## config.mk

```make
export PLATFORM = sky130hd
export DESIGN_NAME = irq_entry_seq
export DESIGN_NICKNAME = d
export VERILOG_FILES = /design/src/rtl/irq_pkg.sv /design/src/rtl/irq_flag_bank.sv /design/src/rtl/irq_prio.sv /design/src/rtl/irq_entry_fsm.sv /design/src/rtl/irq_entry_seq.sv
export SDC_FILE = /design/constraint.sdc
export NUM_CORES = 1
export LEC_CHECK = 0
export BUFFER_PORTS_ARGS = -buffer_cell sky130_fd_sc_hd__clkbuf_2
export CAP_MARGIN = 20
export CORE_MARGIN = 3
export CORE_UTILIZATION = 54
export DETAILED_ROUTE_END_ITERATION = 6
export PLACE_DENSITY = 0.85
export SLEW_MARGIN = 20
export SYNTH_ARGS = -nofsm -noshare
export SYNTH_HDL_FRONTEND = slang
export SYNTH_HIERARCHICAL = 1
export SYNTH_SLANG_ARGS = --single-unit
```

## constraint.sdc

```tcl
create_clock -name clk -period 10.5 [get_ports clk]
set_input_delay 1.575 -clock clk [delete_from_list [all_inputs] [get_ports clk]]
set_output_delay 1.575 -clock clk [all_outputs]
set_load 0.005 [all_outputs]
```

## src/rtl/irq_pkg.sv

```systemverilog
package irq_pkg;

   typedef enum logic [2:0] {
      S_IDLE,
      S_PUSH_PC,
      S_PUSH_SR,
      S_VEC_RD,
      S_VEC_LD,
      S_POP_SR,
      S_POP_PC,
      S_POP_LD
   } seq_state_t;

   function automatic int idx_width(input int n);
      return (n > 1) ? $clog2(n) : 1;
   endfunction

endpackage

```

## src/rtl/irq_flag_bank.sv

```systemverilog
module irq_flag_bank #(
   parameter int                NSRC        = 8,
   parameter logic [NSRC-1:0]   SYNC_MASK   = '0,
   parameter logic [NSRC-1:0]   SHARED_MASK = '0,
   localparam int               IDW         = irq_pkg::idx_width(NSRC)
) (
   input  logic            clk,
   input  logic            rst_n,
   input  logic [NSRC-1:0] hw_evt,
   input  logic [NSRC-1:0] sw_set,
   input  logic [NSRC-1:0] sw_clr,
   input  logic            clr_valid,
   input  logic [IDW-1:0]  clr_id,
   output logic [NSRC-1:0] flags
);

   logic [NSRC-1:0] evt_s;
   logic [NSRC-1:0] auto_hit;

   for (genvar i = 0; i < NSRC; i++) begin : g_src
      if (SYNC_MASK[i]) begin : g_sync
         logic meta_q, sync_q;
         always_ff @(posedge clk) begin
            if (!rst_n) begin
               meta_q <= 1'b0;
               sync_q <= 1'b0;
            end else begin
               meta_q <= hw_evt[i];
               sync_q <= meta_q;
            end
         end
         assign evt_s[i] = sync_q;


         sync_lat_chk: assert property (@(posedge clk) disable iff (!rst_n)
            ($rose(flags[i]) && !$past(sw_set[i])) |-> $past(hw_evt[i], 3));
      end else begin : g_direct
         assign evt_s[i] = hw_evt[i];
      end

      if (SHARED_MASK[i]) begin : g_shared
         assign auto_hit[i] = 1'b0;
      end else begin : g_single
         assign auto_hit[i] = clr_valid && (clr_id == IDW'(i));
      end

      always_ff @(posedge clk) begin
         if (!rst_n) flags[i] <= 1'b0;
         else        flags[i] <= (flags[i] & ~sw_clr[i] & ~auto_hit[i])
                                 | evt_s[i] | sw_set[i];
      end


      flag_hold_chk: assert property (@(posedge clk) disable iff (!rst_n)
         ($past(flags[i]) && !$past(sw_clr[i]) && !$past(auto_hit[i])) |-> flags[i]);
   end

endmodule

```

## src/rtl/irq_prio.sv

```systemverilog
module irq_prio #(
   parameter  int NSRC = 8,
   localparam int IDW  = irq_pkg::idx_width(NSRC)
) (
   input  logic [NSRC-1:0] req,
   output logic            valid,
   output logic [IDW-1:0]  idx
);

   always_comb begin
      idx   = '0;
      valid = |req;
      for (int i = 0; i < NSRC; i++) begin
         if (req[i]) idx = IDW'(i);
      end
   end


   always_comb begin
      prio_top_chk: assert (!valid || ((req >> idx) == NSRC'(1)));
   end

endmodule

```

## src/rtl/irq_entry_fsm.sv

```systemverilog
module irq_entry_fsm
   import irq_pkg::*;
#(
   parameter  int           NSRC     = 8,
   parameter  int           XW       = 16,
   parameter  int           GIE_BIT  = 3,
   parameter  logic [XW-1:0] VEC_BASE = 16'hFFE0,
   localparam int           IDW      = idx_width(NSRC),
   localparam int           WSTEP    = XW / 8
) (
   input  logic           clk,
   input  logic           rst_n,
   input  logic           win_valid,
   input  logic [IDW-1:0] win_idx,
   input  logic           reti_req,
   input  logic [XW-1:0]  pc_in,
   input  logic [XW-1:0]  sr_in,
   input  logic [XW-1:0]  sp_in,
   input  logic [XW-1:0]  mem_rdata,
   output logic           mem_req,
   output logic           mem_we,
   output logic [XW-1:0]  mem_addr,
   output logic [XW-1:0]  mem_wdata,
   output logic           pc_ld,
   output logic [XW-1:0]  pc_out,
   output logic           sr_ld,
   output logic [XW-1:0]  sr_out,
   output logic           sp_ld,
   output logic [XW-1:0]  sp_out,
   output logic           busy,
   output logic           entry_done,
   output logic           reti_done,
   output logic           clr_valid,
   output logic [IDW-1:0] clr_id,
   output logic [IDW-1:0] act_id
);

   localparam logic [XW-1:0] GIE_MASK = XW'(1) << GIE_BIT;
   localparam logic [XW-1:0] STEP     = XW'(WSTEP);

   seq_state_t     state;
   logic [XW-1:0]  cap_pc, cap_sr, cap_sp;
   logic [IDW-1:0] cap_id;
   logic [XW-1:0]  vec_addr;

   assign vec_addr = VEC_BASE + XW'(cap_id) * STEP;

   always_ff @(posedge clk) begin
      if (!rst_n) begin
         state  <= S_IDLE;
         cap_pc <= '0;
         cap_sr <= '0;
         cap_sp <= '0;
         cap_id <= '0;
      end else begin
         unique case (state)
            S_IDLE: begin
               if (reti_req) begin
                  cap_sp <= sp_in;
                  state  <= S_POP_SR;
               end else if (win_valid && sr_in[GIE_BIT]) begin
                  cap_pc <= pc_in;
                  cap_sr <= sr_in;
                  cap_sp <= sp_in;
                  cap_id <= win_idx;
                  state  <= S_PUSH_PC;
               end
            end
            S_PUSH_PC: state <= S_PUSH_SR;
            S_PUSH_SR: state <= S_VEC_RD;
            S_VEC_RD:  state <= S_VEC_LD;
            S_VEC_LD:  state <= S_IDLE;
            S_POP_SR:  state <= S_POP_PC;
            S_POP_PC:  state <= S_POP_LD;
            S_POP_LD:  state <= S_IDLE;
            default:   state <= S_IDLE;
         endcase
      end
   end

   always_comb begin
      mem_req    = 1'b0;
      mem_we     = 1'b0;
      mem_addr   = '0;
      mem_wdata  = '0;
      pc_ld      = 1'b0;
      pc_out     = '0;
      sr_ld      = 1'b0;
      sr_out     = '0;
      sp_ld      = 1'b0;
      sp_out     = '0;
      entry_done = 1'b0;
      reti_done  = 1'b0;
      clr_valid  = 1'b0;
      unique case (state)
         S_PUSH_PC: begin
            mem_req   = 1'b1;
            mem_we    = 1'b1;
            mem_addr  = cap_sp - STEP;
            mem_wdata = cap_pc;
         end
         S_PUSH_SR: begin
            mem_req   = 1'b1;
            mem_we    = 1'b1;
            mem_addr  = cap_sp - 2 * STEP;
            mem_wdata = cap_sr;
            sr_ld     = 1'b1;
            sr_out    = cap_sr & ~GIE_MASK;
            sp_ld     = 1'b1;
            sp_out    = cap_sp - 2 * STEP;
         end
         S_VEC_RD: begin
            mem_req   = 1'b1;
            mem_addr  = vec_addr;
            clr_valid = 1'b1;
         end
         S_VEC_LD: begin
            pc_ld      = 1'b1;
            pc_out     = mem_rdata;
            entry_done = 1'b1;
         end
         S_POP_SR: begin
            mem_req  = 1'b1;
            mem_addr = cap_sp;
         end
         S_POP_PC: begin
            mem_req  = 1'b1;
            mem_addr = cap_sp + STEP;
            sr_ld    = 1'b1;
            sr_out   = mem_rdata;
         end
         S_POP_LD: begin
            pc_ld     = 1'b1;
            pc_out    = mem_rdata;
            sp_ld     = 1'b1;
            sp_out    = cap_sp + 2 * STEP;
            reti_done = 1'b1;
         end
         default: ;
      endcase
   end

   assign busy   = (state != S_IDLE);
   assign clr_id = cap_id;
   assign act_id = cap_id;


   accept_gie_chk: assert property (@(posedge clk) disable iff (!rst_n)
      (state == S_PUSH_PC) |-> ($past(sr_in[GIE_BIT]) && $past(win_valid)));


   push_order_chk: assert property (@(posedge clk) disable iff (!rst_n)
      (state == S_PUSH_SR) |-> (mem_we && $past(mem_we) && mem_addr == $past(mem_addr) - STEP));


   gie_clear_chk: assert property (@(posedge clk) disable iff (!rst_n)
      (sr_ld && mem_we) |-> !sr_out[GIE_BIT]);


   vec_fetch_chk: assert property (@(posedge clk) disable iff (!rst_n)
      entry_done |-> ($past(mem_req) && !$past(mem_we) && $past(mem_addr) == vec_addr));


   pop_order_chk: assert property (@(posedge clk) disable iff (!rst_n)
      reti_done |-> (sp_out == $past(mem_addr) + STEP));

endmodule

```

## src/rtl/irq_entry_seq.sv

```systemverilog
module irq_entry_seq #(
   parameter  int               NSRC        = 8,
   parameter  int               XW          = 16,
   parameter  int               GIE_BIT     = 3,
   parameter  logic [XW-1:0]    VEC_BASE    = 16'hFFE0,
   parameter  logic [NSRC-1:0]  SYNC_MASK   = 8'h80,
   parameter  logic [NSRC-1:0]  SHARED_MASK = 8'h24,
   localparam int               IDW         = irq_pkg::idx_width(NSRC)
) (
   input  logic            clk,
   input  logic            rst_n,
   input  logic [NSRC-1:0] hw_evt,
   input  logic [NSRC-1:0] sw_set,
   input  logic [NSRC-1:0] sw_clr,
   input  logic [NSRC-1:0] irq_en,
   input  logic            reti_req,
   input  logic [XW-1:0]   pc_in,
   input  logic [XW-1:0]   sr_in,
   input  logic [XW-1:0]   sp_in,
   output logic            pc_ld,
   output logic [XW-1:0]   pc_out,
   output logic            sr_ld,
   output logic [XW-1:0]   sr_out,
   output logic            sp_ld,
   output logic [XW-1:0]   sp_out,
   output logic            mem_req,
   output logic            mem_we,
   output logic [XW-1:0]   mem_addr,
   output logic [XW-1:0]   mem_wdata,
   input  logic [XW-1:0]   mem_rdata,
   output logic [NSRC-1:0] pend_flags,
   output logic            busy,
   output logic            entry_done,
   output logic            reti_done,
   output logic [IDW-1:0]  act_id
);

   if (NSRC < 2) begin : g_bad_nsrc
      $error("NSRC must be at least 2");
   end
   if (XW < 8 || (XW % 8) != 0) begin : g_bad_xw
      $error("XW must be a positive multiple of 8");
   end
   if (GIE_BIT < 0 || GIE_BIT >= XW) begin : g_bad_gie
      $error("GIE_BIT must lie inside the status word");
   end
   if ((VEC_BASE % (XW / 8)) != 0) begin : g_bad_base
      $error("VEC_BASE must be word aligned");
   end

   logic           win_valid;
   logic [IDW-1:0] win_idx;
   logic           clr_valid;
   logic [IDW-1:0] clr_id;

   irq_flag_bank #(
      .NSRC        (NSRC),
      .SYNC_MASK   (SYNC_MASK),
      .SHARED_MASK (SHARED_MASK)
   ) flags_i (
      .clk       (clk),
      .rst_n     (rst_n),
      .hw_evt    (hw_evt),
      .sw_set    (sw_set),
      .sw_clr    (sw_clr),
      .clr_valid (clr_valid),
      .clr_id    (clr_id),
      .flags     (pend_flags)
   );

   irq_prio #(
      .NSRC (NSRC)
   ) prio_i (
      .req   (pend_flags & irq_en),
      .valid (win_valid),
      .idx   (win_idx)
   );

   irq_entry_fsm #(
      .NSRC     (NSRC),
      .XW       (XW),
      .GIE_BIT  (GIE_BIT),
      .VEC_BASE (VEC_BASE)
   ) fsm_i (
      .clk        (clk),
      .rst_n      (rst_n),
      .win_valid  (win_valid),
      .win_idx    (win_idx),
      .reti_req   (reti_req),
      .pc_in      (pc_in),
      .sr_in      (sr_in),
      .sp_in      (sp_in),
      .mem_rdata  (mem_rdata),
      .mem_req    (mem_req),
      .mem_we     (mem_we),
      .mem_addr   (mem_addr),
      .mem_wdata  (mem_wdata),
      .pc_ld      (pc_ld),
      .pc_out     (pc_out),
      .sr_ld      (sr_ld),
      .sr_out     (sr_out),
      .sp_ld      (sp_ld),
      .sp_out     (sp_out),
      .busy       (busy),
      .entry_done (entry_done),
      .reti_done  (reti_done),
      .clr_valid  (clr_valid),
      .clr_id     (clr_id),
      .act_id     (act_id)
   );

endmodule

```

==> impl_metrics.csv <==
group,metric,value,unit
power_and_ir_drop,leakage,2.85,nW
detailed_routing,drt_drc_violations_left,0,
cts,cts_resized,0,
cts,tritoncts,"yes",
yosys,ys_seq_area_share,26.0,%
timing,max_freq,144,MHz
yosys,ys.flop_type,"dfxtp_1",
global_routing,overflow,0,
critical_path,critPathRequiredTime,8930,ps
job,maxCapViolCount,0,
detailed_routing,drtIter0Drc,326,
floorplanning,die_area,10300,um^2
global_routing,grt_max_degree,71,
detailed_routing,num_vias,5648,
yosys,syn_area_per_cell,7.46,um^2
critical_path,worstPathArrival,5350,ps
critical_path,r2r_cells,5,
min_path,hold_end,"flags_i/g_src[7].g_sync.sync_q$_SDFF_PN0_",
layout,fin_util,68.9,%
global_routing,grt_pass1_wl,26.8,mm
floorplanning,core,8810,um^2
min_path,hold_class,"register to register",
cts,cts_hold_buf,0,
timing,hold_viol,0,
outcome,status,"finished, final reports clean",
cts,clock_latency,350,ps
yosys,synth_area,4930,um^2
layout,synthToLayoutAreaGrowth,23.1,%
floorplanning,die_h,102,um
yosys,netlist_instances,661,
yosys,synth_nets,781,
global_routing,antenna_found_initial,0,
global_routing,grt_usage,32.4,%
min_path,hp-start,"flags_i/g_src[7].g_sync.meta_q$_SDFF_PN0_",
detailed_routing,dr.pass1.iters,5,
cts,clkSlewWorstSetupHoldPaths,90,ps
timing,grt_setup_unrepaired,"false",
yosys,synth_edf_count,0,
yosys,async_reset_ff_share,0,%
min_path,whs_path_depth,1,
yosys,synth_top_area_share,26.0,%
cts,cts_buffer_depth,2,
power_and_ir_drop,vdd_drop_max,82.1,uV
timing,slew_headroom,26.5,%
detailed_routing,routedWlPerCell,18.2,um
timing,finalClockSkew,11.9,ps
detailed_routing,routed_via_density,6.05,
timing,setup_tns,0,ps
yosys,synthTopCellsByArea,"dfxtp_1, nand2_1, mux2i_1",
yosys,ys_ff_latch,64,
power_and_ir_drop,total_power,1.10,mW
layout,nNetsFinal,941,
critical_path,crit_fanout,21,
floorplanning,rows,34,
place,port_buffers,197,
critical_path,r2r_slack,7790,ps
timing,setup_viol,0,
cts,post-cts-setup-buffers,0,
detailed_routing,routed_wl,17.0,mm
timing,period_needed,6930,ps
floorplanning,start_util,56.0,%
floorplanning,ios,198,
timing,tightest_slew,1100,ps
global_routing,grt_pass1_vias,5471,
critical_path,critPathLaunchType,"register",
critical_path,end_kind,"output port",
timing,post-route-period-util,66.0,%
critical_path,crit-reg2reg-launch,"fsm_i/state[0]$_SDFFE_PN0P_",
critical_path,critPathKind,"register to output port",
yosys,yosysUniqueCellTypes,66,
cts,cts_buffers,9,
layout,drive_gt1_share,28.5,%
power_and_ir_drop,power_density,182,nW/um^2
layout,diodes,0,
cts,cts.sinks,64,
detailed_routing,antenna_left,0,
yosys,synth_warnings,6,
critical_path,worstReg2RegEnd,"fsm_i/state[1]$_SDFFE_PN0P_",
cts,ctsRootBufferMaster,"clkbuf_8",
timing,final_max_slew_viol_count,0,
place,place.gp.congestion,0.983,
cts,htreeDepth,3,
floorplanning,die_w,102,um
place,dp_hpwl,12.4,mm
yosys,synth_largest_area_cell,"dfxtp_1",
stage by stage:
| stage | setup WS, ps | cell area, um^2 | hold slack, ps | std cells |
|---|---|---|---|---|
| after floorplan | 5790 | 4930 | 412 | 661 |
| after global placement | 4200 | 5870 | 415 | 917 |
| after detailed placement | 4070 | 5880 | 425 | 918 |
| after CTS | 3640 | 6070 | 454 | 934 |
| after global routing | 3120 | 6070 | 475 | 934 |
| final | 3570 | 6070 | 453 | 934 |
flip-flops by register name, indices dropped and copies added (netlist names):
name / cells
flags_i/flags: 8
flags_i/g_src.g_sync.meta_q: 1
flags_i/g_src.g_sync.sync_q: 1
fsm_i/act_id: 3
fsm_i/cap_pc: 16
fsm_i/cap_sp: 16
fsm_i/cap_sr: 16
fsm_i/state: 3
worst max-delay path by stage:
stage                                      startpoint            to  slack, ps  cells past startpoint
after global routing      fsm_i/state[0]$_SDFFE_PN0P_  mem_addr[15]       3120                     14
after CTS                 fsm_i/state[0]$_SDFFE_PN0P_  mem_addr[15]       3640                     14
after global placement    fsm_i/state[0]$_SDFFE_PN0P_  mem_addr[15]       4200                     14
final                     fsm_i/state[0]$_SDFFE_PN0P_  mem_addr[15]       3570                     14
after detailed placement  fsm_i/state[0]$_SDFFE_PN0P_  mem_addr[15]       4070                     14
after floorplan           fsm_i/state[0]$_SDFFE_PN0P_  mem_addr[15]       5790                     14
layout make-up:
cell class / instances / area, um^2
tap: 108 / 135
inverter: 13 / 48.8
sequential: 64 / 1280
timing repair buffer: 205 / 1050
multi-input combinational: 528 / 3370
clock inverter: 6 / 50.0
fill: 744 / 2740
clock buffer: 10 / 138
cells in the mapped netlist, drive strengths merged, types with 2 or more instances:
library cell and n:
o221ai 3, nand3 8, inv 12, a22oi 2
a221oi 11, mux2i 31, nand3b 6, and3 25
buf 13, or2 3, a22o 17, nor2b 22
o31a 2, a21o 5, o211ai 3, a21oi 43
o21a 4, nor3 12, o22a 5, o21ai 37
nand2 102, o21bai 3, and4b 2, a21boi 34
and2 11, and4bb 2, a211oi 7, nor4 2
clkbuf 43, dfxtp 64, o31ai 2, xor2 8
or3 4, xnor2 14, nor3b 2, nand4 2
nor2 53, ha 20, a31oi 6, o22ai 2
metal layers:
layer	global-route usage [%]	up-vias	routed length (um)
met5	0	-	0
met4	12.1	0	420
met3	5.51	32	1170
met2	56.0	257	8510
met1	40.1	2688	6880
li1	-	2671	-
worst max-delay path, cell delays in order, from the launching register on:
cell and delay [ps]:
dfxtp_1 690, inv_2 170, nand2_1 610, clkinv_1 430
nand2_1 680, inv_1 300, fa_1 480, nor2b_1 170
o2111ai_1 150, a21oi_1 360, o21bai_1 180, o21ai_0 110
o311ai_1 130, a2111oi_2 350, clkbuf_2 170
cell families after synthesis:
logic type,Yosys count,share of synthesized area [%]
buf+inv,69,5.91
flops,64,26.0
mux,32,6.52
fa+ha+maj,21,5.48
compound gates,192,26.4
simple gates,261,25.8
xor+xnor,22,3.91
where the power goes:
part	total [mW]	switching (mW)	internal [mW]
Combinational	0.574	0.329	0.245
Sequential	0.318	0.0499	0.268
Clock	0.212	0.116	0.0961
cells in the final DEF (no fill, tap or decap), types with 4 or more instances in the layout:
master	count
a21o_1	5
dfxtp_1	63
xnor2_1	14
mux2i_1	31
nand2_1	102
a31oi_1	6
o22a_1	5
ha_1	20
o21ai_1	13
nand3_1	8
xor2_1	8
or3_1	4
clkbuf_2	196
a21oi_1	42
o21ai_0	24
o21a_1	4
nand3b_1	6
a211oi_1	7
buf_4	7
nor2_1	51
and2_1	11
a21boi_1	30
inv_1	9
and3_1	25
nor3_1	10
a22o_1	17
a21boi_0	4
a221oi_1	11
nor2b_1	22
clkbuf_8	10
Note: power is estimated with default switching activity, not from simulation.
